**src/rtl/ant_pkg.sv**
```systemverilog
`timescale 1ns/1ps
package ant_pkg;

    typedef enum logic {
        ANT_PREDICT = 1'b0,
        ANT_DIFFER  = 1'b1
    } ant_mode_e;

endpackage

```
**src/rtl/ant_fir_core.sv**
```systemverilog
`timescale 1ns/1ps
module ant_fir_core #(
    parameter int IN_W   = 12,
    parameter int OUT_W  = 16,
    parameter int TAPS   = 4,
    parameter int COEF_W = 8,
    parameter int H [TAPS] = '{9, 6, 3, 2}
) (
    input  logic                    clk,
    input  logic                    rst_n,
    input  logic                    in_valid,
    input  logic [IN_W-1:0]         in_data,
    output logic signed [OUT_W-1:0] main_out
);
    localparam int ACC_W = IN_W + COEF_W + $clog2(TAPS) + 1;
    localparam logic signed [ACC_W-1:0] HI = ACC_W'((2 ** (OUT_W - 1)) - 1);
    localparam logic signed [ACC_W-1:0] LO = ACC_W'(-(2 ** (OUT_W - 1)));

    typedef struct packed {
        logic [TAPS-1:1][IN_W-1:0] dly;
    } core_st_t;

    core_st_t st_d, st_q;

    logic [TAPS-1:0][IN_W-1:0] tap;
    logic signed [ACC_W-1:0]   prod [TAPS];
    logic signed [ACC_W-1:0]   acc;

    assign tap[0] = in_data;

    for (genvar k = 1; k < TAPS; k++) begin : g_tap
        assign tap[k] = st_q.dly[k];
    end

    for (genvar k = 0; k < TAPS; k++) begin : g_mul
        assign prod[k] = ACC_W'($signed(tap[k])) * ACC_W'(H[k]);
    end

    always_comb begin
        acc = '0;
        for (int k = 0; k < TAPS; k++) begin
            acc = acc + prod[k];
        end
        if (acc > HI) begin
            main_out = HI[OUT_W-1:0];
        end else if (acc < LO) begin
            main_out = LO[OUT_W-1:0];
        end else begin
            main_out = acc[OUT_W-1:0];
        end
    end

    always_comb begin
        st_d = st_q;
        if (in_valid) begin
            st_d.dly[1] = in_data;
            for (int k = 2; k < TAPS; k++) begin
                st_d.dly[k] = st_q.dly[k-1];
            end
        end
    end

    always_ff @(posedge clk or negedge rst_n) begin
        if (!rst_n) begin
            st_q <= '0;
        end else begin
            st_q <= st_d;
        end
    end

    // the delay line moves only on a valid sample
    assert_dly_hold_R10: assert property (@(posedge clk) disable iff (!rst_n)
        !in_valid |=> $stable(st_q));

endmodule

```
**src/rtl/ant_estimator.sv**
```systemverilog
`timescale 1ns/1ps
module ant_estimator
    import ant_pkg::*;
#(
    parameter int OUT_W = 16,
    parameter int PC1   = 2,
    parameter int PC2   = -1
) (
    input  logic                    clk,
    input  logic                    rst_n,
    input  logic                    upd,
    input  logic signed [OUT_W-1:0] corr_in,
    input  ant_mode_e               mode,
    output logic signed [OUT_W-1:0] est_out,
    output logic signed [OUT_W-1:0] last_out
);
    localparam int PW = OUT_W + 4;
    localparam logic signed [PW-1:0] HI = PW'((2 ** (OUT_W - 1)) - 1);
    localparam logic signed [PW-1:0] LO = PW'(-(2 ** (OUT_W - 1)));

    typedef struct packed {
        logic signed [OUT_W-1:0] y1;
        logic signed [OUT_W-1:0] y2;
    } hist_t;

    hist_t h_d, h_q;
    logic signed [PW-1:0]    lin;
    logic signed [OUT_W-1:0] pred;

    always_comb begin
        lin = PW'(h_q.y1) * PW'(PC1) + PW'(h_q.y2) * PW'(PC2);
        if (lin > HI) begin
            pred = HI[OUT_W-1:0];
        end else if (lin < LO) begin
            pred = LO[OUT_W-1:0];
        end else begin
            pred = lin[OUT_W-1:0];
        end
        est_out = (mode == ANT_DIFFER) ? h_q.y1 : pred;
    end

    assign last_out = h_q.y1;

    always_comb begin
        h_d = h_q;
        if (upd) begin
            h_d.y1 = corr_in;
            h_d.y2 = h_q.y1;
        end
    end

    always_ff @(posedge clk or negedge rst_n) begin
        if (!rst_n) begin
            h_q <= '0;
        end else begin
            h_q <= h_d;
        end
    end

endmodule

```
**src/rtl/ant_filter.sv**
```systemverilog
`timescale 1ns/1ps
module ant_filter
    import ant_pkg::*;
#(
    parameter int IN_W   = 12,
    parameter int OUT_W  = 16,
    parameter int TAPS   = 4,
    parameter int COEF_W = 8,
    parameter int H [TAPS] = '{9, 6, 3, 2},
    parameter int PC1    = 2,
    parameter int PC2    = -1
) (
    input  logic                    clk,
    input  logic                    rst_n,
    input  logic                    in_valid,
    input  logic [IN_W-1:0]         in_data,
    input  logic                    mode,
    input  logic [OUT_W-1:0]        thresh,
    input  logic [OUT_W-1:0]        inj_mask,
    output logic                    out_valid,
    output logic [OUT_W-1:0]        out_data,
    output logic                    out_flag
);
    typedef struct packed {
        logic                    vld;
        logic                    flag;
        logic signed [OUT_W-1:0] data;
    } out_st_t;

    out_st_t s_d, s_q;

    logic signed [OUT_W-1:0] main_v;
    logic signed [OUT_W-1:0] chk_v;
    logic signed [OUT_W-1:0] est_v;
    logic signed [OUT_W-1:0] hist_last;
    logic signed [OUT_W-1:0] corr_v;
    logic signed [OUT_W:0]   dif;
    logic        [OUT_W:0]   mag;
    logic                    hit;

    ant_fir_core #(
        .IN_W(IN_W), .OUT_W(OUT_W), .TAPS(TAPS), .COEF_W(COEF_W), .H(H)
    ) i_core (
        .clk(clk), .rst_n(rst_n), .in_valid(in_valid),
        .in_data(in_data), .main_out(main_v)
    );

    ant_estimator #(
        .OUT_W(OUT_W), .PC1(PC1), .PC2(PC2)
    ) i_est (
        .clk(clk), .rst_n(rst_n), .upd(in_valid), .corr_in(corr_v),
        .mode(ant_mode_e'(mode)), .est_out(est_v), .last_out(hist_last)
    );

    always_comb begin
        chk_v  = main_v ^ inj_mask;
        dif    = {chk_v[OUT_W-1], chk_v} - {est_v[OUT_W-1], est_v};
        mag    = dif[OUT_W] ? (~dif + 1'b1) : dif;
        hit    = mag > {1'b0, thresh};
        corr_v = hit ? est_v : chk_v;

        s_d     = s_q;
        s_d.vld = in_valid;
        if (in_valid) begin
            s_d.flag = hit;
            s_d.data = corr_v;
        end
    end

    always_ff @(posedge clk or negedge rst_n) begin
        if (!rst_n) begin
            s_q <= '0;
        end else begin
            s_q <= s_d;
        end
    end

    assign out_valid = s_q.vld;
    assign out_flag  = s_q.flag;
    assign out_data  = s_q.data;

    assert_lat_on_R1: assert property (@(posedge clk) disable iff (!rst_n)
        in_valid |=> out_valid);

    assert_lat_off_R1: assert property (@(posedge clk) disable iff (!rst_n)
        !in_valid |=> !out_valid);

    assert_idle_hold_R10: assert property (@(posedge clk) disable iff (!rst_n)
        !in_valid |=> ($stable(out_data) && $stable(out_flag)));

    // a flagged sample leaves with the estimator's value
    assert_subst_R5: assert property (@(posedge clk) disable iff (!rst_n)
        (in_valid && hit) |=> (out_flag && out_data == $past(est_v)));

    // the history register and the output register agree after every sample
    assert_hist_R8: assert property (@(posedge clk) disable iff (!rst_n)
        out_valid |-> (hist_last == out_data));

endmodule

```
**config.mk**
```make
export PLATFORM = sky130hd
export DESIGN_NAME = ant_filter
export DESIGN_NICKNAME = d
export VERILOG_FILES = /design/src/rtl/ant_pkg.sv /design/src/rtl/ant_fir_core.sv /design/src/rtl/ant_estimator.sv /design/src/rtl/ant_filter.sv
export SDC_FILE = /design/constraint.sdc
export NUM_CORES = 1
export LEC_CHECK = 0
export BUFFER_PORTS_ARGS = -buffer_cell sky130_fd_sc_hd__buf_2
export CORE_ASPECT_RATIO = 1.2
export CORE_UTILIZATION = 60
export CTS_BUF_LIST = sky130_fd_sc_hd__clkbuf_4 sky130_fd_sc_hd__clkbuf_8
export DETAILED_ROUTE_END_ITERATION = 12
export PLACE_DENSITY_LB_ADDON = 0.12
export SYNTH_ARGS = -nofsm -noshare
export SYNTH_HDL_FRONTEND = slang
export SYNTH_SLANG_ARGS = --single-unit
```
**constraint.sdc**
```tcl
create_clock -name clk -period 14.6 [get_ports clk]
set_input_delay 2.92 -clock clk [delete_from_list [all_inputs] [get_ports clk]]
set_output_delay 2.92 -clock clk [all_outputs]
set_load 0.05 [all_outputs]
```
==> flow_metrics.tcl, run 1 <==
set metrics [dict create \
    grtUsageMet2 0.5381 \
    cts_tree "done" \
    setup_viol_count_final 0 \
    drtAntennaViolNets 0 \
    ys_seq_area_frac 0.1817 \
    cts_buffers 9 \
    path_clk_slew_ns 0.09 \
    track_usage 0.2883 \
    synthDominantCellAreaShare 0.1817 \
    num_io_pins 66 \
    min_path_cells 2 \
    slowest_stage "fa_1" \
    netlist_top_cells_area "dfrtp_1 18%, ha_1 17%, fa_1 7.9%, xnor2_1 5.7%, inv_1 4.9%" \
    min_from "out_flag$_DFFE_PN0P_" \
    reg2reg_slack_ns 2.68 \
    synth_area_leader_cell "dfrtp_1" \
    finalHoldViolCount 0 \
    avgSynthCellArea_um2 8.474 \
    top_usage_layer "met2" \
    multi_input_area_um2 7196 \
    cts_sinks 70 \
    htree_levels 3 \
    grt_start_max_net_pins 76 \
    placed_area_um2 10060 \
    rows 50 \
    die_width_um 117.7 \
    via_per_inst 5.946 \
    end_kind "register" \
    grt_overflow 0 \
    r2r-start "i_core.st_q[14]$_DFFE_PN0P_" \
    core_area_um2 15640 \
    stdcell_area_um2 10350 \
    start_kind "input port" \
    max_freq_ghz 0.07267 \
    wire_per_inst_um 16.69 \
    clock_skew_ns 0.01347 \
    critical_path_arrival_ns 14.05 \
    status "finished, final reports clean" \
    synth_ff_type "dfrtp_1" \
    yosys.cell_count.top_type "ha_1" \
    tightestPinTransition_ns 0.9825 \
    slew_headroom 0.3450 \
    async_reset_ff_frac 1.000 \
    post-route-drc-count 0 \
    min_to "out_flag$_DFFE_PN0P_" \
    nets 1395 \
    finalCritPeriodShare 0.9425 \
    port_buffers 65 \
    crit_fanout 13 \
    routed_wl_um 23230 \
    place_congestion 0.9114 \
    n_antenna_cell 0 \
    drive_above_1_share 0.1368 \
    use_met1 0.3186 \
    drtIter0Drc 373 \
    grt_pass1_wl_um 38130 \
    die_y_um 140.9 \
    dp.final_hpwl_um 18580 \
    synth_edf_count 0 \
    grt_util_met3 0.03317 \
    num_vias 8277 \
    cpPeakStageDelay_ns 0.44 \
    hold_class "reg -> reg" \
    synth-seq-cells 70 \
    final-seq-area_um2 1752 \
    path_class "in -> reg" \
    worstPathRequired_ns 14.89 \
    syn_nets 1354 \
    dr.pass1.iters 7 \
    synth.distinct_cells 75 \
    maxCapViolations 0 \
    timing.rr.end "out_data[15]$_DFFE_PN0P_" \
    netlist_instances 1138 \
    fill_cells 1404 \
    syn_to_final_growth_pct 7.318 \
    dieArea_um2 16590 \
    antenna_found_initial 0 \
    yosys_warnings 0 \
    period_minus_slack_ns 13.76 \
    clkLatencyLatePin_ns 0.39 \
    grt_pass1_vias 8170 \
    critPathMostFrequentCell "o21a_1" \
    initial_utilization 0.6166 \
    root_buffer "clkbuf_8" \
    slew_violations 0 \
    syn_area_um2 9643 \
    r2r_cells 58 \
    clock_tree.buffer_depth 2 \
    synth_commonest_cells "130 x ha_1, 126 x inv_1, 80 x nor2_1, 78 x o21ai_0, 75 x nand2_1" \
]
[critical path, delay by kind of cell]
kind                     cells  cell delay, ns
buffers and inverters        4            0.55
AND/OR/NAND/NOR             12            2.58
adder cells (fa/ha/maj)      9            2.88
AO/OA/AOI/OAI               30            4.71
XOR/XNOR                     2            0.41
[cell type report]
cell class,instances,share of cell area
Sequential cell,70,0.1693
Inverter,127,0.04606
Clock buffer,9,0.01197
Timing Repair Buffer,77,0.04062
Clock inverter,7,0.01161
Multi-Input combinational cell,894,0.6953
Tap cell,208,0.02515
[logic make-up (layout without fill, tap and decap cells)]
group                    Yosys count  count (layout)  synth area share
multiplexers                      35              35           0.04009
AO/OA/AOI/OAI                    319             319            0.2306
adder cells (fa/ha/maj)          169             169            0.2487
AND/OR/NAND/NOR                  279             279            0.1394
flip-flops                        70              70            0.1817
buffers and inverters            174             220           0.07526
XOR/XNOR                          92              92           0.08434
[worst max-delay path by stage]
stage	start	end	slack (ns)	cells after the start
4_1_cts	in_data[1]	out_data[11]$_DFFE_PN0P_	0.32	56
6_report	in_data[1]	out_data[15]$_DFFE_PN0P_	0.84	57
2_1_floorplan	in_data[1]	out_data[4]$_DFFE_PN0P_	0.69	55
3_3_place_gp	in_data[1]	out_data[12]$_DFFE_PN0P_	0.23	56
5_1_grt	in_data[1]	out_data[15]$_DFFE_PN0P_	-0.002	57
3_5_place_dp	in_data[1]	out_data[11]$_DFFE_PN0P_	-0.07	56
[metrics by stage]
step | utilization | setup WS, ns | instances | setup TNS, ns | hold slack, ns
2_1_floorplan | - | 0.6949 | 1138 | 0 | 0.5014
3_3_place_gp | 0.6432 | 0.2302 | 1374 | 0 | 0.5251
3_5_place_dp | 0.6432 | -0.07461 | 1374 | -0.5631 | 0.5297
4_1_cts | 0.6588 | 0.3175 | 1390 | 0 | 0.5418
5_1_grt | 0.6617 | -0.001895 | 1392 | -0.001895 | 0.5771
6_report | 0.6617 | 0.8388 | 1392 | 0 | 0.5451
[what timing repair did]
item / 4_1_cts / 5_1_grt
setup buffers: 0 / 2
hold buffers: 0 / 0
resized for setup: 0 / 11
setup endpoints to repair: 0 / 17
[layer usage]
metal	vias up	part of all wire
met4	0	0.045
met5	-	0
li1	4106	-
met1	3936	0.41
met3	67	0.030
met2	168	0.51
[layout by cell type (no fill, tap or decap), types with 10 or more instances in the layout]
master,count
nor3_1,14
o21ai_0,76
nand3_1,19
o21a_1,18
o21bai_1,11
xnor2_1,63
a211oi_1,12
nor2b_1,12
ha_1,130
nand2b_1,13
a221oi_2,10
nand2_1,74
buf_4,14
fa_1,38
nor2_1,80
dfrtp_1,70
inv_1,126
mux2_2,29
a21oi_1,67
and2_1,23
buf_2,63
a21o_1,23
o211ai_1,20
xor2_1,28
[registers in the layout (all words and copies together), names as in the netlist]
| name | flops |
|---|---|
| out_flag | 1 |
| out_data | 16 |
| out_valid | 1 |
| i_est.h_q | 16 |
| i_core.st_q | 36 |
Power of run 1 is not shown: default switching activity piles up to over one toggle a cycle in this logic, so the estimate is an artifact.
==> run 2: changes to the inputs <==
==> constraint.sdc (replaced) <==
create_clock -name clk -period 16.4 [get_ports clk]
set_input_delay 3.28 -clock clk [delete_from_list [all_inputs] [get_ports clk]]
set_output_delay 3.28 -clock clk [all_outputs]
set_load 0.05 [all_outputs]
==> run 2 against run 1 <==
Against the previous run: global-route usage grew 0.63 points; count of clock-buffer cells in the layout grew 2; cell area shrank 0.98%; clock skew shrank 0.0024 ns.
==> flow_metrics.tcl, run 2 (synthesis gave the netlist of run 1 again) <==
set metrics [dict create \
    grt_pass1_wl_um 39120 \
    start_kind "input port" \
    grt_start_max_net_pins 71 \
    stdcell_area_um2 10250 \
    slowest_stage "o22ai_1" \
    cts_buffers 9 \
    period_minus_slack_ns 15.18 \
    rows 50 \
    finalHoldViolCount 0 \
    min_from "i_est.h_q[12]$_DFFE_PN0P_" \
    layout.cells.most_common_list "130 x ha_1, 126 x inv_1, 80 x nor2_1" \
    multi_input_area_um2 7177 \
    max_freq_ghz 0.06588 \
    maxCapViolations 0 \
    cts_tree "done" \
    crit_fanout 13 \
    track_usage 0.2946 \
    via_per_inst 5.949 \
    post-route-drc-count 0 \
    num_vias 8233 \
    dieArea_um2 16590 \
    drtAntennaViolNets 0 \
    port_buffers 65 \
    status "finished, final reports clean" \
    grt_pass1_vias 8329 \
    num_io_pins 66 \
    cts_sinks 70 \
    antenna_found_initial 2 \
    critical_path_buf_inv_count 4 \
    routed_wl_um 23190 \
    min_to "i_est.h_q[12]$_DFFE_PN0P_" \
    finalCritPeriodShare 0.9255 \
    hold_class "reg -> reg" \
    drive_above_1_share 0.1243 \
    clock_tree.buffer_depth 2 \
    drtIter0Drc 371 \
    placed_area_um2 10010 \
    wire_per_inst_um 16.76 \
    clkLatencyLatePin_ns 0.38 \
    largest_reg_flops 36 \
    core_area_um2 15640 \
    critical_path_arrival_ns 15.41 \
    cpPeakStageDelay_ns 0.71 \
    dp.final_hpwl_um 18540 \
    tightestPinTransition_ns 0.9627 \
    reg2reg_slack_ns 3.38 \
    final-seq-area_um2 1752 \
    setup_viol_count_final 0 \
    slew_headroom 0.3582 \
    grt_setup_unrepaired "false" \
    min_path_cells 2 \
    initial_utilization 0.6166 \
    clock_skew_ns 0.01108 \
    fin_tns_setup_ns 0 \
    regMostFlops "i_core.st_q" \
    dr.pass1.iters 6 \
    critPathTopFamily "compound AO/OA/AOI/OAI gates" \
    place_congestion 0.9367 \
    end_kind "register" \
    syn_to_final_growth_pct 6.267 \
    path_clk_slew_ns 0.09 \
    r2r_cells 60 \
    die_width_um 117.7 \
    critPathMostFrequentCell "o21a_1" \
    die_y_um 140.9 \
    grt_overflow 0 \
    htree_levels 3 \
    final_common_cell "ha_1" \
    path_class "in -> reg" \
    worstPathRequired_ns 16.63 \
    fill_cells 1405 \
    r2r-start "i_core.st_q[14]$_DFFE_PN0P_" \
    nets 1386 \
    slew_violations 0 \
    root_buffer "clkbuf_8" \
    timing.rr.end "out_data[15]$_DFFE_PN0P_" \
]
==> run 2: cell types whose count changed in the layout (fill, tap and decap cells not counted), moves of 2 or more <==
cell / before / now
a21oi_2: 5 / 1
a21oi_1: 67 / 71
o21ai_0: 76 / 78
buf_4: 14 / 5
==> run 2: worst max-delay path by stage <==
stage | from | endpoint | slack, ns | cells past startpoint
floorplan | in_data[1] | out_data[4]$_DFFE_PN0P_ | 2.13 | 55
global placement | in_data[2] | out_data[11]$_DFFE_PN0P_ | 1.10 | 56
detailed placement | in_data[2] | out_data[15]$_DFFE_PN0P_ | 0.70 | 56
CTS | in_data[2] | out_data[15]$_DFFE_PN0P_ | 1.09 | 56
global route | in_data[1] | out_data[11]$_DFFE_PN0P_ | 0.08 | 59
finish | in_data[1] | out_data[15]$_DFFE_PN0P_ | 1.22 | 59
==> run 2: final cells by class <==
cell class / count / area share
Antenna cell: 1 / 0.0002442
Clock inverter: 5 / 0.007937
Inverter: 127 / 0.04652
Multi-Input combinational cell: 894 / 0.7004
Sequential cell: 70 / 0.1709
Timing Repair Buffer: 68 / 0.03443
Tap cell: 208 / 0.02540
Clock buffer: 11 / 0.01416
==> run 2: per-layer routing <==
layer  share of wire  vias to the layer above  wire (µm)  GRT usage
li1                -                     4081          -          -
met1            0.40                     3882       9379     0.3218
met2            0.52                      193      12020     0.5458
met3           0.032                       75        745    0.04409
met4           0.044                        2       1032     0.1606
met5         0.00065                        -         15          0
==> run 2: stage by stage <==
step	util	instances	setup slack [ns]	hold WS, ns
finish	0.6552	1384	1.221	0.5479
CTS	0.6543	1383	1.089	0.5523
detailed placement	0.6398	1367	0.6965	0.5321
global placement	0.6398	1367	1.096	0.5243
global route	0.6550	1383	0.07850	0.5755
floorplan	-	1138	2.135	0.5014
==> run 2: tightest hold or removal path: stages, from the launching register on <==
cell,delay [ns]
dfrtp_1,0.33
inv_1,0.05
o21ai_0,0.14
==> run 2: timing repair <==
item	CTS	global route
endpoints found under the setup margin	0	13
resized for setup	0	2
setup buffers	0	0
hold buffers	0	0
hold endpoints to repair	0	0
Power of run 2 is left out for the same reason.
